<file path="config.mk">
export PLATFORM = sky130hd
export DESIGN_NAME = rom_access_timer
export DESIGN_NICKNAME = d
export VERILOG_FILES = /design/src/rtl/rom_access_timer.sv
export SDC_FILE = /design/constraint.sdc
export NUM_CORES = 1
export LEC_CHECK = 0
export BUFFER_PORTS_ARGS = -buffer_cell sky130_fd_sc_hd__buf_4
export CORE_AREA = 2 2 39 41
export DETAILED_ROUTE_END_ITERATION = 16
export DIE_AREA = 0 0 41 43
export PLACE_DENSITY_LB_ADDON = 0.08
export SYNTH_ARGS = -nofsm -noshare
export SYNTH_HDL_FRONTEND = slang
export SYNTH_SLANG_ARGS = --single-unit
</file>
<file path="constraint.sdc">
create_clock -name clk -period 2.44 [get_ports clk]
set_input_delay 0.732 -clock clk [delete_from_list [all_inputs] [get_ports clk]]
set_output_delay 0.732 -clock clk [all_outputs]
set_load 0.005 [all_outputs]
</file>
<file path="src/rtl/rom_access_timer.sv">
module rom_access_timer #(
    parameter int AW      = 8,
    parameter int ACC_CYC = 6,
    parameter int OE_CYC  = 2
) (
    input  logic          clk,
    input  logic          rst_n,
    input  logic [AW-1:0] addr,
    input  logic          ce_n,
    input  logic          oe_n,
    input  logic          check_ce,
    output logic          ready
);

    localparam int CW = $clog2(ACC_CYC + 2);
    localparam logic [CW-1:0] LIM    = CW'(ACC_CYC);
    localparam logic [CW-1:0] OE_LIM = CW'(OE_CYC);

    logic [AW-1:0] addr_q;
    logic [CW-1:0] addr_age, ce_age, oe_age;
    logic          addr_chg;

    function automatic logic [CW-1:0] bump(input logic [CW-1:0] v);
        return (v >= LIM) ? LIM : v + 1'b1;
    endfunction

    assign addr_chg = (addr != addr_q);

    always_ff @(posedge clk) begin
        if (!rst_n) begin
            addr_q   <= '0;
            addr_age <= '0;
            ce_age   <= '0;
            oe_age   <= '0;
        end else begin
            addr_q   <= addr;
            addr_age <= addr_chg ? CW'(1) : bump(addr_age);
            ce_age   <= ce_n ? '0 : bump(ce_age);
            oe_age   <= oe_n ? '0 : bump(oe_age);
        end
    end

    always_comb begin
        ready = !addr_chg && (addr_age >= LIM) && (oe_age >= OE_LIM)
                && (!check_ce || (ce_age >= LIM));
    end

endmodule

</file>
# [After elaboration in Yosys (flattened, before gate mapping)]
# Index checks and enable logic that the tools add are counted.
[totals] regBits=17 output_inout_bits=1
[op_classes] n_addsub=3 n_lt_le_gt_ge=4 eq_ne=1 mux=4 n_bitwise=1 n_reduce_logical=11
[op_table] operator="adder 3 x 1 -> 3 bit (second input constant)" count=3
[op_table] operator=">= comparator 3 bit (second input constant)" count=3
[op_table] operator="2-to-1 mux 3 bit" count=3
[op_table] operator="inequality test 8 bit" count=1
[op_table] operator="OR reduction 2 bit" count=3
[op_table] operator="OR reduction 3 bit" count=2
[op_table] operator=">= comparator 3 x 2 -> 1 bit (second input constant)" count=1
[op_table] operator="logical AND 1 bit" count=3
[op_table] operator="logical NOT 1 bit" count=2
[op_table] operator="logical OR 1 bit" count=1
[op_table] operator="2-to-1 mux 1 bit" count=1
[op_table] operator="inverter 1 bit" count=1

# [Logic depth before layout (Yosys ltp)]
# Gate-level depths: netlist of run 1.
[depth] word_depth=5 depth_mapped=4

# [Worst setup path before layout of run 1]
# No wires, ideal clock.
[synth_timing] path_type="input-to-output" from="in addr[2]" to="out ready" arrival_time_ns=1.454 t_required_ns=1.708 setup_slack_ns=0.254 cell_stages=4 n_path_buf=0 cell_sequence="xor2_1 -> nor4_1 -> nand2_1 -> a211oi_1"
[synth_between] elab_chain_cells=5
[synth_rtl] element="from (decl)" line="8" rtl="input logic [AW-1:0] addr,"
[synth_rtl] element="inequality test 8 bit" line="27" rtl="assign addr_chg = (addr != addr_q);"
[synth_rtl] element="logical NOT 1 bit" line="44" rtl="ready = !addr_chg && (addr_age >= LIM) && (oe_age >= OE_LIM)"
[synth_rtl] element="logical AND 1 bit (2 in series)" line="44"
[synth_rtl] element="logical AND 1 bit" line="45" rtl="&& (!check_ce || (ce_age >= LIM));"
[synth_rtl] element="to (decl)" line="12" rtl="output logic ready"
# No other way between the ends.

# [Worst setup path in the final report of run 1]
[layout_timing] from="in addr[0]" to="out ready"
# Same word-level chain as after synthesis.

==> out/results.ini, run 1 <==
[grt]
grt_max_degree = 13
antenna_found_initial = 0
gr-total-overflow = 0
grt_pass1_wl_um = 1630
grt_pass1_vias = 424
track_usage_pct = 14.4

[synthesis]
synth_fp_nets = 83
async_reset_ff_share_pct = 0
avgSynthCellArea_um2 = 9.82
synth_top_area_cell = dfxtp_1
synth_top_area_share_pct = 51.7
netlist_area_um2 = 658
synth_most_common_cell = dfxtp_1
ys_ff_latch = 17
synthTopCellsByArea = dfxtp_1 52%, xor2_1 11%, and2_1 7.6%
ys_types = 18
synth_edf_count = 0
ys_warn_count = 0
ys.flop_type = dfxtp_1
synthCells = 67
yosys-top-cells-count = 17 x dfxtp_1, 8 x and2_1, 8 x xor2_1, 6 x nor2_1
synth-seq-area-share_pct = 51.7

[timing]
setup_tns_ns = 0
rsz0062_at_grt = yes
skew_ns = 0.00278
slew_headroom_pct = 84.5
finalMaxSlewViolations = 0
whs_ns = 0.434
worst_slack_ns = 0.0358
worstMarginPinSlew_ns = 0.230
hold_violations = 0
fmax_ghz = 0.416
finalCriticalPeriod_ns = 2.40
timing.final.crit_share_pct = 98.5
setup_violations = 0

[clock_tree]
hold_buffers = 0
numCtsBuffers = 3
clock_latency_ns = 0.29
cts.sinks = 17
ctsHtreeMaxLevel = 1
post_cts_buffers = 0
cts_buffer_depth = 2
clock-root-buffer = clkbuf_4
cts.clk_slew.worst_paths_ns = 0.09
cts_tree = built

[setup_path]
r2r_start = addr_q[7]$_SDFF_PN0_
path_class = in2out
worstPathArrival_ns = 1.67
crit_path_end_kind = output pin
r2r_cells = 5
critical_path_peak_fanout = 2
required_ns = 1.71
rrSetupSlack_ns = 1.14
critPathLaunchType = primary input
reg2reg_to = addr_age[0]$_SDFF_PN0_

[placed_design]
dp_hpwl_um = 763
place_area_um2 = 779
dpl_worst_slack_ns = -0.00718
routabilityCongestion = 0.640
io_buffers = 13

[outcome]
status = completed

[finish]
syn_to_final_growth_pct = 23.2
diodes = 0
utilization_pct = 58.6
drive_gt1_share_pct = 21.4
n_fill_cell = 138
fin_area_um2 = 811
nets = 101

[min_path]
worstHoldStart = oe_age[0]$_SDFF_PP0_
whs_path_depth = 1
hold_path.class = reg2reg
holdPathEnd = oe_age[0]$_SDFF_PP0_

[die]
die_h_um = 43
rows = 14
io_pins = 14
die-width_um = 41
core_um2 = 1380
start_util_pct = 47.6
die_area_um2 = 1760

[pwr]
swShare_pct = 22.3
max-vdd-ir-drop_uv = 355
p_int_uw = 379
power_density_nw_per_um2 = 601
p_seq_share_pct = 60.4
p_sw_uw = 109
p_clk_share_pct = 30.6
p_leak_nw = 0.353
p_comb_share_pct = 9.0

[routing]
wire_per_inst_um = 9.95
drt.antenna.violating_nets = 0
dr_total_vias = 496
drtIter0Drc = 2
finalWirelength_um = 995
drt-vias-per-instance = 4.96
firstDrtPassIters = 3
drcViolationCount = 0

[flow_run]
drv_cap = 0

[sequential cells by signal, indices dropped and copies added (netlist names)]
| name | count |
|---|---|
| oe_age | 3 |
| addr_q | 8 |
| addr_age | 3 |
| ce_age | 3 |
[area by class of cell]
cell class | instances | area, um^2 | share of cell area [%]
clock buffers | 4 | 26.3 | 3.24
inverters | 1 | 3.75 | 0.463
well taps | 16 | 20.0 | 2.47
multi-input cells | 48 | 315 | 38.9
flip-flops and latches | 17 | 340 | 42.0
repair buffers | 14 | 105 | 13.0
[timing repair]
item / CTS / global route
gates resized for setup: 1 / 0
pin swaps: 1 / 0
setup endpoints to repair: 1 / 1
[how the worst max path moves through the flow]
stage,from,slack [ns],to,cells past startpoint
4_1_cts,addr[0],0.01,ready,6
3_5_place_dp,addr[7],-0.007,ready,6
3_3_place_gp,addr[2],-0.07,ready,6
2_1_floorplan,addr[2],0.25,ready,4
5_1_grt,addr[0],-0.05,ready,6
6_report,addr[0],0.04,ready,6
[power groups by stage]
stage / registers, mW / logic (mW) / clock network, mW
after floorplan: 0.300 / 0.0233 / 0
after global placement: 0.301 / 0.0438 / 0
after detailed placement: 0.301 / 0.0444 / 0
after CTS: 0.295 / 0.0449 / 0.156
after global routing: 0.296 / 0.0493 / 0.165
final: 0.294 / 0.0437 / 0.149
[stage by stage]
step | power, mW | std cells
CTS | 0.496 | 100
detailed placement | 0.346 | 96
global placement | 0.345 | 96
global route | 0.510 | 100
finish | 0.487 | 100
floorplan | 0.323 | 67
[critical path: stages]
cell,delay [ns]
buf_4,0.11
xor2_1,0.13
nor4_1,0.27
nand2_1,0.13
a211oi_2,0.16
buf_4,0.14
[placed cells by master (no fill, tap or decap), drive strengths merged]
cell / instances
xor2: 8
nor3b: 1
o21a: 1
ha: 3
o21ai: 1
a211oi: 2
a21oi: 4
clkbuf: 4
and2: 8
inv: 1
nor4: 2
dfxtp: 17
nor3: 4
nand2: 4
nand2b: 2
nand3b: 1
o211ai: 1
nor2: 6
buf: 14
[cells by family (layout without fill, tap and decap cells)]
family                   count (synthesis)  count (layout)  share of synthesized area (%)
buffers and inverters                    2              19                           1.14
XOR/XNOR                                 8               8                           10.6
flip-flops                              17              17                           51.7
adder cells (fa/ha/maj)                  3               3                           5.70
AND/OR/NAND/NOR                         28              28                           22.4
AO/OA/AOI/OAI                            9               9                           8.36
[layer usage]
layer,wire (um),track usage (%),vias to the layer above
li1,-,-,260
met1,473,16.2,220
met2,435,20.6,12
met3,50,3.14,4
met4,36,14.0,0
met5,0,0,-
(Power assumes the default switching activity.)
==> run 2, diff against run 1 <==
Settings changed: REMOVE_ABC_BUFFERS from default to 1.
==> out/results.ini, run 2 (synthesis results as in run 1) <==
[placed_design]
place_area_um2 = 779  ; unchanged
routabilityCongestion = 0.625  ; -2.4%
dp.cells = 96  ; unchanged
dp_hpwl_um = 783  ; +2.7%
io_buffers = 13  ; unchanged

[timing]
hold_violations = 0  ; unchanged
rsz0062_at_grt = yes
finalMaxSlewViolations = 0  ; unchanged
finalCriticalPeriod_ns = 2.40  ; -0.000261 ns
fmax_ghz = 0.416  ; about the same
whs_ns = 0.432  ; -0.00150 ns
slew_headroom_pct = 83.0  ; -1.6 points
skew_ns = 0.00408  ; +0.00130 ns
worstMarginPinSlew_ns = 0.253  ; +0.0234 ns
timing.final.crit_share_pct = 98.5  ; about the same
setup_violations = 0  ; unchanged

[die]
start_util_pct = 47.6  ; unchanged
die_area_um2 = 1760  ; unchanged
rows = 14  ; unchanged
io_pins = 14  ; unchanged
core_um2 = 1380  ; unchanged
die-width_um = 41  ; unchanged
die_h_um = 43  ; unchanged

[finish]
n_fill_cell = 125  ; -9.4%
stdcell_count = 100  ; unchanged
diodes = 0  ; unchanged
syn_to_final_growth_pct = 27.2
largest_reg_flops = 8  ; unchanged
mostFrequentLayoutCells = 17 x dfxtp_1, 11 x buf_4, 8 x and2_1
drive_gt1_share_pct = 25.0  ; +3.6 points
fin_area_um2 = 837  ; +3.2%
multiInputGateArea_um2 = 329  ; +4.4%
largest-register = addr_q
layout_commonest_cell = dfxtp_1
nets = 101  ; unchanged
regArea_um2 = 340  ; unchanged

[grt]
antenna_found_initial = 0  ; unchanged
track_usage_pct = 15.7  ; +1.3 points
grt_pass1_vias = 505  ; +19%
grt_pass1_wl_um = 1840  ; +13%
gr-total-overflow = 0  ; unchanged
use_met2_pct = 24.7  ; +4.1 points
use_met3_pct = 3.14  ; unchanged
use_met1_pct = 17.3  ; +1.1 points
gr-max-usage-layer = met2
grt_max_degree = 13  ; unchanged

[setup_path]
critPathLaunchType = primary input
required_ns = 1.71  ; about the same
r2r_start = addr_q[4]$_SDFF_PN0_
worstPathArrival_ns = 1.67  ; about the same
reg2reg_to = addr_age[0]$_SDFF_PN0_
critical_path_peak_fanout = 2  ; unchanged
critPathCapture = ready
rrSetupSlack_ns = 1.12  ; -0.02 ns
r2r_cells = 5  ; unchanged
crit_path_end_kind = output pin
path_class = in2out
cp-startpoint = addr[1]

[routing]
drt.antenna.violating_nets = 0  ; unchanged
dr_total_vias = 486  ; -2.0%
finalWirelength_um = 1050  ; +5.4%
wire_per_inst_um = 10.5  ; +5.4%
firstDrtPassIters = 3  ; unchanged
drcViolationCount = 0  ; unchanged
drtIter0Drc = 4  ; +2
drt-vias-per-instance = 4.86  ; -2.0%

[clock_tree]
post_cts_buffers = 0  ; unchanged
ctsHtreeMaxLevel = 1  ; unchanged
cts_tree = built
cts.sinks = 17  ; unchanged
numCtsBuffers = 3  ; unchanged
cts.clk_slew.worst_paths_ns = 0.10  ; about the same
hold_buffers = 0  ; unchanged
clock_latency_ns = 0.29  ; about the same
cts_buffer_depth = 2  ; unchanged
clock-root-buffer = clkbuf_4

[outcome]
status = completed

[pwr]
p_leak_nw = 0.361  ; +2.2%
max-vdd-ir-drop_uv = 353  ; -0.69%
power_density_nw_per_um2 = 586  ; -2.6%

[min_path]
worstHoldStart = oe_age[0]$_SDFF_PP0_
hold_path.class = reg2reg

[flow_run]
drv_cap = 0  ; unchanged

[run 2: changes by cell type in the layout (fill, tap and decap cells not counted), sizes merged]
cell	previous run	this run
clkbuf	4	3
clkinv	0	1
[run 2: area by class of cell]
| cell class | instances | area share, % |
|---|---|---|
| Timing Repair Buffer | 14 | 13.9 |
| Multi-Input combinational cell | 48 | 39.3 |
| Tap cell | 16 | 2.39 |
| Clock inverter | 1 | 0.598 |
| Sequential cell | 17 | 40.7 |
| Inverter | 1 | 0.448 |
| Clock buffer | 3 | 2.69 |
[run 2: critical path, cell delays in order]
cell      delay (ns)
buf_4           0.11
xor2_1          0.13
nor4_1          0.28
nand2_1         0.13
a211oi_2        0.15
buf_4           0.14
[run 2: worst min-delay path by stage]
stage	depth (start not counted)	end	slack [ns]
after floorplan	1	oe_age[0]$_SDFF_PP0_	0.40
after detailed placement	1	oe_age[0]$_SDFF_PP0_	0.42
after CTS	1	oe_age[0]$_SDFF_PP0_	0.43
final	1	oe_age[0]$_SDFF_PP0_	0.43
after global placement	1	oe_age[0]$_SDFF_PP0_	0.41
after global routing	1	ce_age[0]$_SDFF_PP0_	0.46
[run 2: power by group]
group	leakage (nW)	total (mW)	internal (mW)	switching (mW)
Combinational	0.203	0.0480	0.0291	0.0189
Sequential	0.140	0.295	0.289	0.00609
Clock	0.0177	0.147	0.0609	0.0865
[run 2: per-layer routing]
metal	up-vias	routed length (um)
li1	259	-
met1	216	472
met2	9	510
met3	2	47
met4	0	19
met5	-	0
[run 2: timing repair]
item / 4_1_cts / 5_1_grt
pin swaps: 2 / 0
gates resized for setup: 4 / 2
endpoints found under the setup margin: 1 / 1
cloned: 0 / 0
[run 2: through the flow]
stage | setup slack (ns) | TNS (ns) | util, % | total power [mW]
after floorplan | 0.254 | 0 | - | 0.322
after global placement | -0.0669 | -0.0669 | 56.3 | 0.344
after detailed placement | -0.0401 | -0.0401 | 56.3 | 0.346
after CTS | 0.00499 | 0 | 59.5 | 0.497
after global routing | -0.0480 | -0.0480 | 60.5 | 0.516
final | 0.0361 | 0 | 60.5 | 0.490
==> run 3, diff against run 2 <==
Clock period 2.44 ns to 2.85 ns, I/O delays scaled along.
==> out/results.ini, run 3 (synthesis results as in run 1) <==
[outcome]
status = completed

[grt]
grt_pass1_vias = 492  ; -2.6%
grt_pass1_wl_um = 1810  ; -1.5%
gr-total-overflow = 0  ; unchanged
grt_max_degree = 13  ; unchanged
antenna_found_initial = 0  ; unchanged
track_usage_pct = 15.5  ; -0.20 points

[timing]
setup_violations = 0  ; unchanged
finalCriticalPeriod_ns = 2.67
skew_ns = 0.00398  ; -0.000104 ns
whs_ns = 0.432  ; -0.0000730 ns
worst_slack_ns = 0.177  ; +0.141 ns
slew_headroom_pct = 83.1  ; +0.090 points
worstMarginPinSlew_ns = 0.252  ; -0.00133 ns
timing.final.crit_share_pct = 93.8
fmax_ghz = 0.374
finalMaxSlewViolations = 0  ; unchanged
rsz0062_at_grt = no
setup_tns_ns = 0  ; unchanged
hold_violations = 0  ; unchanged

[clock_tree]
post_cts_resize_count = 0  ; -4
ctsHtreeMaxLevel = 1  ; unchanged
numCtsBuffers = 3  ; unchanged
clock-root-buffer = clkbuf_4
cts.sinks = 17  ; unchanged
post_cts_buffers = 0  ; unchanged
hold_buffers = 0  ; unchanged
clock_latency_ns = 0.28  ; about the same
cts_tree = built
cts.clk_slew.worst_paths_ns = 0.10  ; about the same
cts_buffer_depth = 2  ; unchanged

[finish]
largest_reg_flops = 8  ; unchanged
syn_to_final_growth_pct = 23.4
utilization_pct = 58.7  ; -1.8 points
multiInputGateArea_um2 = 315  ; -4.2%
stdcell_count = 100  ; unchanged
diodes = 0  ; unchanged
drive_gt1_share_pct = 22.6  ; -2.4 points
nets = 101  ; unchanged
n_fill_cell = 123  ; -1.6%
fin_area_um2 = 812  ; -3.0%
layout_commonest_cell = dfxtp_1
mostFrequentLayoutCells = 17 x dfxtp_1, 14 x buf_4, 8 x xor2_1, 8 x and2_1, 6 x nor2_1
largest-register = addr_q
regArea_um2 = 340  ; unchanged

[routing]
wire_per_inst_um = 10.4  ; -0.76%
drtIter0Drc = 4  ; unchanged
dr_total_vias = 478  ; -1.6%
finalWirelength_um = 1040  ; -0.76%
drt.antenna.violating_nets = 0  ; unchanged
firstDrtPassIters = 3  ; unchanged
drcViolationCount = 0  ; unchanged
drt-vias-per-instance = 4.78  ; -1.6%

[setup_path]
critical_path_peak_fanout = 2  ; unchanged
reg2reg_to = addr_age[0]$_SDFF_PN0_
r2r_start = addr_q[2]$_SDFF_PN0_
crit_path_end_kind = output pin
worstPathArrival_ns = 1.82  ; +0.15 ns
rrSetupSlack_ns = 1.53  ; +0.41 ns
path_class = in2out
critPathLaunchType = primary input
required_ns = 2.00  ; +0.29 ns
r2r_cells = 5  ; unchanged

[pwr]
p_comb_share_pct = 9.1  ; -0.7 points
max-vdd-ir-drop_uv = 300  ; -15%
p_sw_uw = 93.3  ; -16%
swShare_pct = 22.5  ; -0.28 points
power_density_nw_per_um2 = 511  ; -13%
p_clk_share_pct = 30.2  ; about the same
p_int_uw = 322  ; -15%
power_uw = 415  ; -15%
p_seq_share_pct = 60.7  ; +0.6 points
p_leak_nw = 0.356  ; -1.4%

[placed_design]
dp.cells = 96  ; unchanged
dp_hpwl_um = 783  ; unchanged
place_area_um2 = 779  ; unchanged
dpl_worst_slack_ns = 0.124  ; +0.164 ns
routabilityCongestion = 0.625  ; about the same
io_buffers = 13  ; unchanged

[die]
rows = 14  ; unchanged
die_h_um = 43  ; unchanged
start_util_pct = 47.6  ; unchanged
die-width_um = 41  ; unchanged
core_um2 = 1380  ; unchanged
die_area_um2 = 1760  ; unchanged
io_pins = 14  ; unchanged

[min_path]
hold_path.class = reg2reg
holdPathEnd = oe_age[0]$_SDFF_PP0_
worstHoldStart = oe_age[0]$_SDFF_PP0_
whs_path_depth = 1  ; unchanged

[flow_run]
drv_cap = 0  ; unchanged

## run 3: critical path, stage by stage
cell and delay (ns):
buf_4 0.12, xor2_1 0.13, nor4_1 0.29, nand2_1 0.13, a211oi_2 0.16, buf_4 0.14
## run 3: power groups by stage
stage	Clock [mW]	Sequential [mW]	Combinational [mW]
after floorplan	0	0.257	0.0189
after global placement	0	0.257	0.0373
after detailed placement	0	0.258	0.0382
after CTS	0.133	0.252	0.0384
after global routing	0.141	0.253	0.0433
final	0.125	0.252	0.0379
## run 3: metal layers
metal	share of wire, %	global-route usage (%)
met4	1.8	12.0
met5	0	0
met1	45	16.9
met2	48	24.4
met3	4.9	3.14
## run 3: cell type report
class,count,area share [%]
Clock inverter,1,0.616
Tap cell,16,2.47
Inverter,1,0.462
Timing Repair Buffer,14,12.9
Multi-Input combinational cell,48,38.8
Clock buffer,3,2.77
Sequential cell,17,41.9
## run 3: how the worst max path moves through the flow
| stage | startpoint | to | slack [ns] | depth (start not counted) |
|---|---|---|---|---|
| finish | addr[2] | ready | 0.18 | 6 |
| global route | addr[7] | ready | 0.06 | 6 |
| CTS | addr[2] | ready | 0.11 | 6 |
| detailed placement | addr[2] | ready | 0.12 | 6 |
| global placement | addr[7] | ready | 0.1 | 6 |
| floorplan | addr[2] | ready | 0.42 | 4 |
